### config.mk
export PLATFORM = sky130hd
export DESIGN_NAME = irq_pend_ctrl
export DESIGN_NICKNAME = d
export VERILOG_FILES = /design/src/rtl/ipc_pkg.sv /design/src/rtl/ipc_pending.sv /design/src/rtl/ipc_mask.sv /design/src/rtl/ipc_rdmux.sv /design/src/rtl/irq_pend_ctrl.sv
export SDC_FILE = /design/constraint.sdc
export NUM_CORES = 1
export LEC_CHECK = 0
export BUFFER_PORTS_ARGS = -buffer_cell sky130_fd_sc_hd__buf_2
export CAP_MARGIN = 20
export CORE_ASPECT_RATIO = 1.75
export CORE_MARGIN = 2
export CORE_UTILIZATION = 49
export DETAILED_ROUTE_END_ITERATION = 12
export PLACE_DENSITY = 0.94
export SLEW_MARGIN = 25
export SYNTH_ARGS = -nofsm -noshare
export SYNTH_HDL_FRONTEND = slang
export SYNTH_SLANG_ARGS = --single-unit
### constraint.sdc
create_clock -name clk -period 2.1 [get_ports clk]
set_clock_uncertainty 0.15 [all_clocks]
set_input_delay 0.42 -clock clk [delete_from_list [all_inputs] [get_ports clk]]
set_output_delay 0.42 -clock clk [all_outputs]
set_load 0.03 [all_outputs]
### src/rtl/ipc_pkg.sv
package ipc_pkg;
    localparam int REG_ADDR_W = 3;

    localparam logic [REG_ADDR_W-1:0] ADR_MASK_A = 3'd0;
    localparam logic [REG_ADDR_W-1:0] ADR_MASK_B = 3'd1;
    localparam logic [REG_ADDR_W-1:0] ADR_STAT_A = 3'd2;
    localparam logic [REG_ADDR_W-1:0] ADR_STAT_B = 3'd3;
    localparam logic [REG_ADDR_W-1:0] ADR_ACK    = 3'd4;

    localparam logic [1:0] SZ_BYTE  = 2'b00;
    localparam logic [1:0] SZ_DWORD = 2'b11;

    typedef enum logic {
        LINE_IDLE   = 1'b0,
        LINE_RAISED = 1'b1
    } line_state_t;
endpackage

### src/rtl/ipc_pending.sv
module ipc_pending #(
    parameter int NUM_LINES = 8
) (
    input  logic                 clk,
    input  logic                 rst_n,
    input  logic [NUM_LINES-1:0] set_vec,
    input  logic [NUM_LINES-1:0] clr_vec,
    input  logic                 ack_fire,
    input  logic [3:0]           ack_idx,
    output logic [NUM_LINES-1:0] pend_d,
    output logic [NUM_LINES-1:0] pend_q
);
    logic [NUM_LINES-1:0] ack_hit;

    // per line: set first, then device clear, then acknowledge
    for (genvar i = 0; i < NUM_LINES; i++) begin : g_line
        assign ack_hit[i] = ack_fire && (ack_idx == 4'(i));
        assign pend_d[i]  = (pend_q[i] | set_vec[i]) & ~clr_vec[i] & ~ack_hit[i];
    end

    always_ff @(posedge clk) begin
        if (!rst_n) pend_q <= '0;
        else        pend_q <= pend_d;
    end
endmodule

### src/rtl/ipc_mask.sv
module ipc_mask #(
    parameter int NUM_LINES = 8
) (
    input  logic                 clk,
    input  logic                 rst_n,
    input  logic                 wr_a,
    input  logic                 wr_b,
    input  logic [7:0]           wdata,
    output logic [NUM_LINES-1:0] en_a_d,
    output logic [NUM_LINES-1:0] en_a_q,
    output logic [NUM_LINES-1:0] en_b_q
);
    // a written 1 blocks a line, so the stored enable is the inverse
    assign en_a_d = wr_a ? ~wdata[NUM_LINES-1:0] : en_a_q;

    always_ff @(posedge clk) begin
        if (!rst_n) begin
            en_a_q <= '0;
            en_b_q <= '0;
        end else begin
            en_a_q <= en_a_d;
            if (wr_b) en_b_q <= ~wdata[NUM_LINES-1:0];
        end
    end
endmodule

### src/rtl/ipc_rdmux.sv
module ipc_rdmux
    import ipc_pkg::*;
#(
    parameter int NUM_LINES = 8
) (
    input  logic [REG_ADDR_W-1:0] addr,
    input  logic [1:0]            size,
    input  logic [NUM_LINES-1:0]  pend,
    input  logic [NUM_LINES-1:0]  en_a,
    input  logic [NUM_LINES-1:0]  en_b,
    output logic [63:0]           data,
    output logic                  err
);
    localparam int PAD_W = 64 - NUM_LINES;

    always_comb begin
        data = '0;
        err  = 1'b0;
        if (size == SZ_DWORD) begin
            if (addr == ADR_STAT_A) data = {{PAD_W{1'b0}}, pend};
            else                    err  = 1'b1;
        end else if (size == SZ_BYTE) begin
            case (addr)
                ADR_MASK_A: data = {{PAD_W{1'b0}}, ~en_a};
                ADR_MASK_B: data = {{PAD_W{1'b0}}, ~en_b};
                ADR_STAT_A: data = {{PAD_W{1'b0}}, pend};
                ADR_STAT_B: data = '0;
                default:    err  = 1'b1;
            endcase
        end else begin
            err = 1'b1;
        end
    end
endmodule

### src/rtl/irq_pend_ctrl.sv
module irq_pend_ctrl
    import ipc_pkg::*;
#(
    parameter int NUM_LINES = 8
) (
    input  logic                  clk,
    input  logic                  rst_n,
    input  logic [NUM_LINES-1:0]  dev_set,
    input  logic [NUM_LINES-1:0]  dev_clr,
    input  logic                  reg_wr,
    input  logic                  reg_rd,
    input  logic [REG_ADDR_W-1:0] reg_addr,
    input  logic [7:0]            reg_wdata,
    input  logic [1:0]            rd_size,
    output logic                  rd_valid,
    output logic [63:0]           rd_data,
    output logic                  rd_err,
    output logic                  irq
);
    logic                 wr_mask_a, wr_mask_b, wr_ack;
    logic [NUM_LINES-1:0] pend_d, pend_q;
    logic [NUM_LINES-1:0] en_a_d, en_a_q, en_b_q;
    logic [63:0]          mux_data;
    logic                 mux_err;
    logic                 live;
    line_state_t          state_q, state_d;

    assign wr_mask_a = reg_wr && (reg_addr == ADR_MASK_A);
    assign wr_mask_b = reg_wr && (reg_addr == ADR_MASK_B);
    assign wr_ack    = reg_wr && (reg_addr == ADR_ACK);

    ipc_pending #(.NUM_LINES(NUM_LINES)) u_pending (
        .clk      (clk),
        .rst_n    (rst_n),
        .set_vec  (dev_set),
        .clr_vec  (dev_clr),
        .ack_fire (wr_ack),
        .ack_idx  (reg_wdata[3:0]),
        .pend_d   (pend_d),
        .pend_q   (pend_q)
    );

    ipc_mask #(.NUM_LINES(NUM_LINES)) u_mask (
        .clk    (clk),
        .rst_n  (rst_n),
        .wr_a   (wr_mask_a),
        .wr_b   (wr_mask_b),
        .wdata  (reg_wdata),
        .en_a_d (en_a_d),
        .en_a_q (en_a_q),
        .en_b_q (en_b_q)
    );

    ipc_rdmux #(.NUM_LINES(NUM_LINES)) u_rdmux (
        .addr (reg_addr),
        .size (rd_size),
        .pend (pend_q),
        .en_a (en_a_q),
        .en_b (en_b_q),
        .data (mux_data),
        .err  (mux_err)
    );

    // line tracker: next-state decision
    assign live = |(pend_d & en_a_d);

    always_comb begin
        state_d = state_q;
        unique case (state_q)
            LINE_IDLE:   if (live)  state_d = LINE_RAISED; // TR_ASSERT
            LINE_RAISED: if (!live) state_d = LINE_IDLE;   // TR_RELEASE
        endcase
    end

    always_ff @(posedge clk) begin
        if (!rst_n) state_q <= LINE_IDLE;
        else        state_q <= state_d;
    end

    // outputs
    always_comb begin
        irq = (state_q == LINE_RAISED);
    end

    always_ff @(posedge clk) begin
        if (!rst_n) begin
            rd_valid <= 1'b0;
            rd_data  <= '0;
            rd_err   <= 1'b0;
        end else begin
            rd_valid <= reg_rd;
            rd_data  <= reg_rd ? mux_data : '0;
            rd_err   <= reg_rd && mux_err;
        end
    end
endmodule

==> results.yml <==
status:
  run_status: "complete, no violations"
yosys:
  synthArstFlopShare_pct: 0
  syn_avg_cell_area_um2: 9.19
  ys_seq_area_share_pct: 36.0
  synth-seq-cells: 35
  synth_top_area_share_pct: 36.0
  syn_area_um2: 1950
  synth.distinct_cells: 29
  syn_inst: 212
  synth_common_cells: "buf_4 (57), dfxtp_1 (35), nor2_1 (20), and2_1 (17), mux2i_1 (16)"
  yosys_warnings: 0
  synth_most_common_cell: "buf_4"
  synth_edf_count: 0
  yosys-top-cells-area: "dfxtp_1 (36%), buf_4 (22%), mux2i_1 (8.2%)"
  ys.flop_type: "dfxtp_1"
  synth_top_cell_by_area: "dfxtp_1"
final_layout:
  fin_cells: 309
  final_layout_size_suffix_gt1_share_pct: 24.1
  area_growth_pct: 8.54
  fin_nets: 293
  diodes: 0
  finalInstanceArea_um2: 2110
  final_util_pct: 55.2
placement:
  pre_cts_ws_ns: 0.173
  dp_cells: 301
  numPortBuffers: 43
  dpl-instance-area_um2: 2010
  routabilityCongestion: 0.842
  dpl.hpwl_mm: 3.13
floorplanning:
  dieHeight_um: 87.4
  num_io_pins: 100
  row_count: 30
  fp.coreArea_um2: 3830
  start_util_pct: 50.9
  die_w_um: 51.7
  die_area_um2: 4520
timing:
  max_freq_ghz: 0.603
  fin_crit_sh_pct: 78.9
  period_needed_ns: 1.66
  fin_ws_ns: 0.442
  holdWs_ns: 0.189
  finalHoldViolations: 0
  rsz0062_at_grt: "no"
  setup_tns_ns: 0
  setup-violations-final: 0
  drv_slew: 0
critical_path:
  crit_type: "primary input to register"
  cpPeakStageDelay_ns: 0.30
  crit_required_ns: 2.16
  crit_arrival_ns: 1.72
  slowest_stage: "mux2i_1"
  cp-end-kind: "register"
  startpoint_type: "primary input"
  crit_chain: "buf_2 -> nor4b_2 -> buf_4 -> mux2i_1 -> a22oi_1 -> a41oi_2"
  path_max_fanout: 8
clocking:
  clk_path_buf_depth: 2
  tritoncts: "yes"
  hold_buffers: 0
  numCtsBuffers: 5
  clk_pin_slew_ns: 0.07
  htree_levels: 2
  cts_root_buffer: "clkbuf_8"
  cts_num_sinks: 35
  post_cts_resized: 0
  clock_latency_ns: 0.28
  post_cts_buffers: 0
global_routing:
  grt_pass1_vias: 1405
  grt_start_max_net_pins: 19
  grt_use_total_pct: 19.0
  antenna_found_initial: 0
  gr-total-overflow: 0
  grt_pass1_wl_mm: 6.34
power:
  p_per_area_nw_per_um2: 719
  seqPwrFrac_pct: 45.6
  internal_power_mw: 1.05
  total_power_mw: 1.52
  ir_worst_vdd_uv: 429
  clock_power_share_pct: 35.1
  leakagePower_nw: 0.972
  p_switching_mw: 0.470
  combPwrFrac_pct: 19.3
  p_sw_share_pct: 30.9
route:
  ant_nets: 0
  vias: 1523
  wl_mm: 4.04
  firstDrtPassIters: 4
  viasPerCell: 4.93
  drt_iter0_markers: 46
  drt-wirelength-per-cell_um: 13.1
  drc: 0
hold_path:
  min_path_type: "primary input to register"
run:
  drv_cap: 0
## cells in the final DEF, fill, tap and decap left out, types with 2 or more instances in the layout
cell type / count
a211oi_1: 8
a22oi_1: 12
a311oi_2: 2
a31oi_1: 6
and2_1: 17
buf_2: 43
buf_4: 5
clkbuf_8: 7
conb_1: 56
dfxtp_1: 35
inv_1: 10
mux2i_1: 16
nand2_1: 2
nor2_1: 20
nor2b_1: 2
nor4b_2: 2
o21bai_1: 6
## flip-flops by register name (all words and copies together) (netlist names)
register and count:
u_mask.en_a_q 8, rd_valid 1, rd_data 8, rd_err 1, u_pending.pend_q 8, irq 1, u_mask.en_b_q 8
## critical path: cells and delay by family
family,cells,cell delay [ns]
compound gates,2,0.32
simple gates,1,0.28
buf+inv,2,0.38
mux,1,0.30
## power by group through the flow
stage / registers, mW / clock network [mW] / logic [mW]
6_report: 0.694 / 0.534 / 0.293
2_1_floorplan: 0.718 / 0 / 0.289
5_1_grt: 0.696 / 0.560 / 0.313
4_1_cts: 0.694 / 0.541 / 0.290
3_5_place_dp: 0.709 / 0 / 0.289
3_3_place_gp: 0.709 / 0 / 0.283
## metal layers
metal  vias up  track usage [%]  part of all wire, %
li1        703                -                    -
met1       712             18.1                   33
met2       101             36.5                   56
met3         7             3.09                  8.7
met4         0             10.8                  2.4
met5         -                0                    0
## final cells by class
type	instances	area (um^2)
flip-flops and latches	35	701
clock inverters	1	7.51
well taps	48	60.1
repair buffers	48	253
multi-input cells	159	956
inverters	11	41.3
fillers	334	1710
clock buffers	7	96.3
## path summary, 6_finish.rpt
kind	startpoint	to	slack [ns]	depth (start not counted)
max	reg_addr[1]	irq$_SDFF_PN0_	0.44	6
min	reg_wdata[4]	u_mask.en_b_q[4]$_SDFFE_PN0P_	0.19	2
max reg2reg	u_pending.pend_q[4]$_SDFF_PN0_	irq$_SDFF_PN0_	0.81	4
min reg2reg	u_mask.en_b_q[4]$_SDFFE_PN0P_	u_mask.en_b_q[4]$_SDFFE_PN0P_	0.36	2
## kinds of logic after synthesis
logic type / after synthesis / share of synthesized area (%)
XOR/XNOR: 1 / 0.450
AND/OR/NAND/NOR: 49 / 14.8
other: 1 / 0.192
AO/OA/AOI/OAI: 37 / 14.8
buffers and inverters: 73 / 25.6
multiplexers: 16 / 8.22
flip-flops: 35 / 36.0
Power figures use the tool's default switching activity.
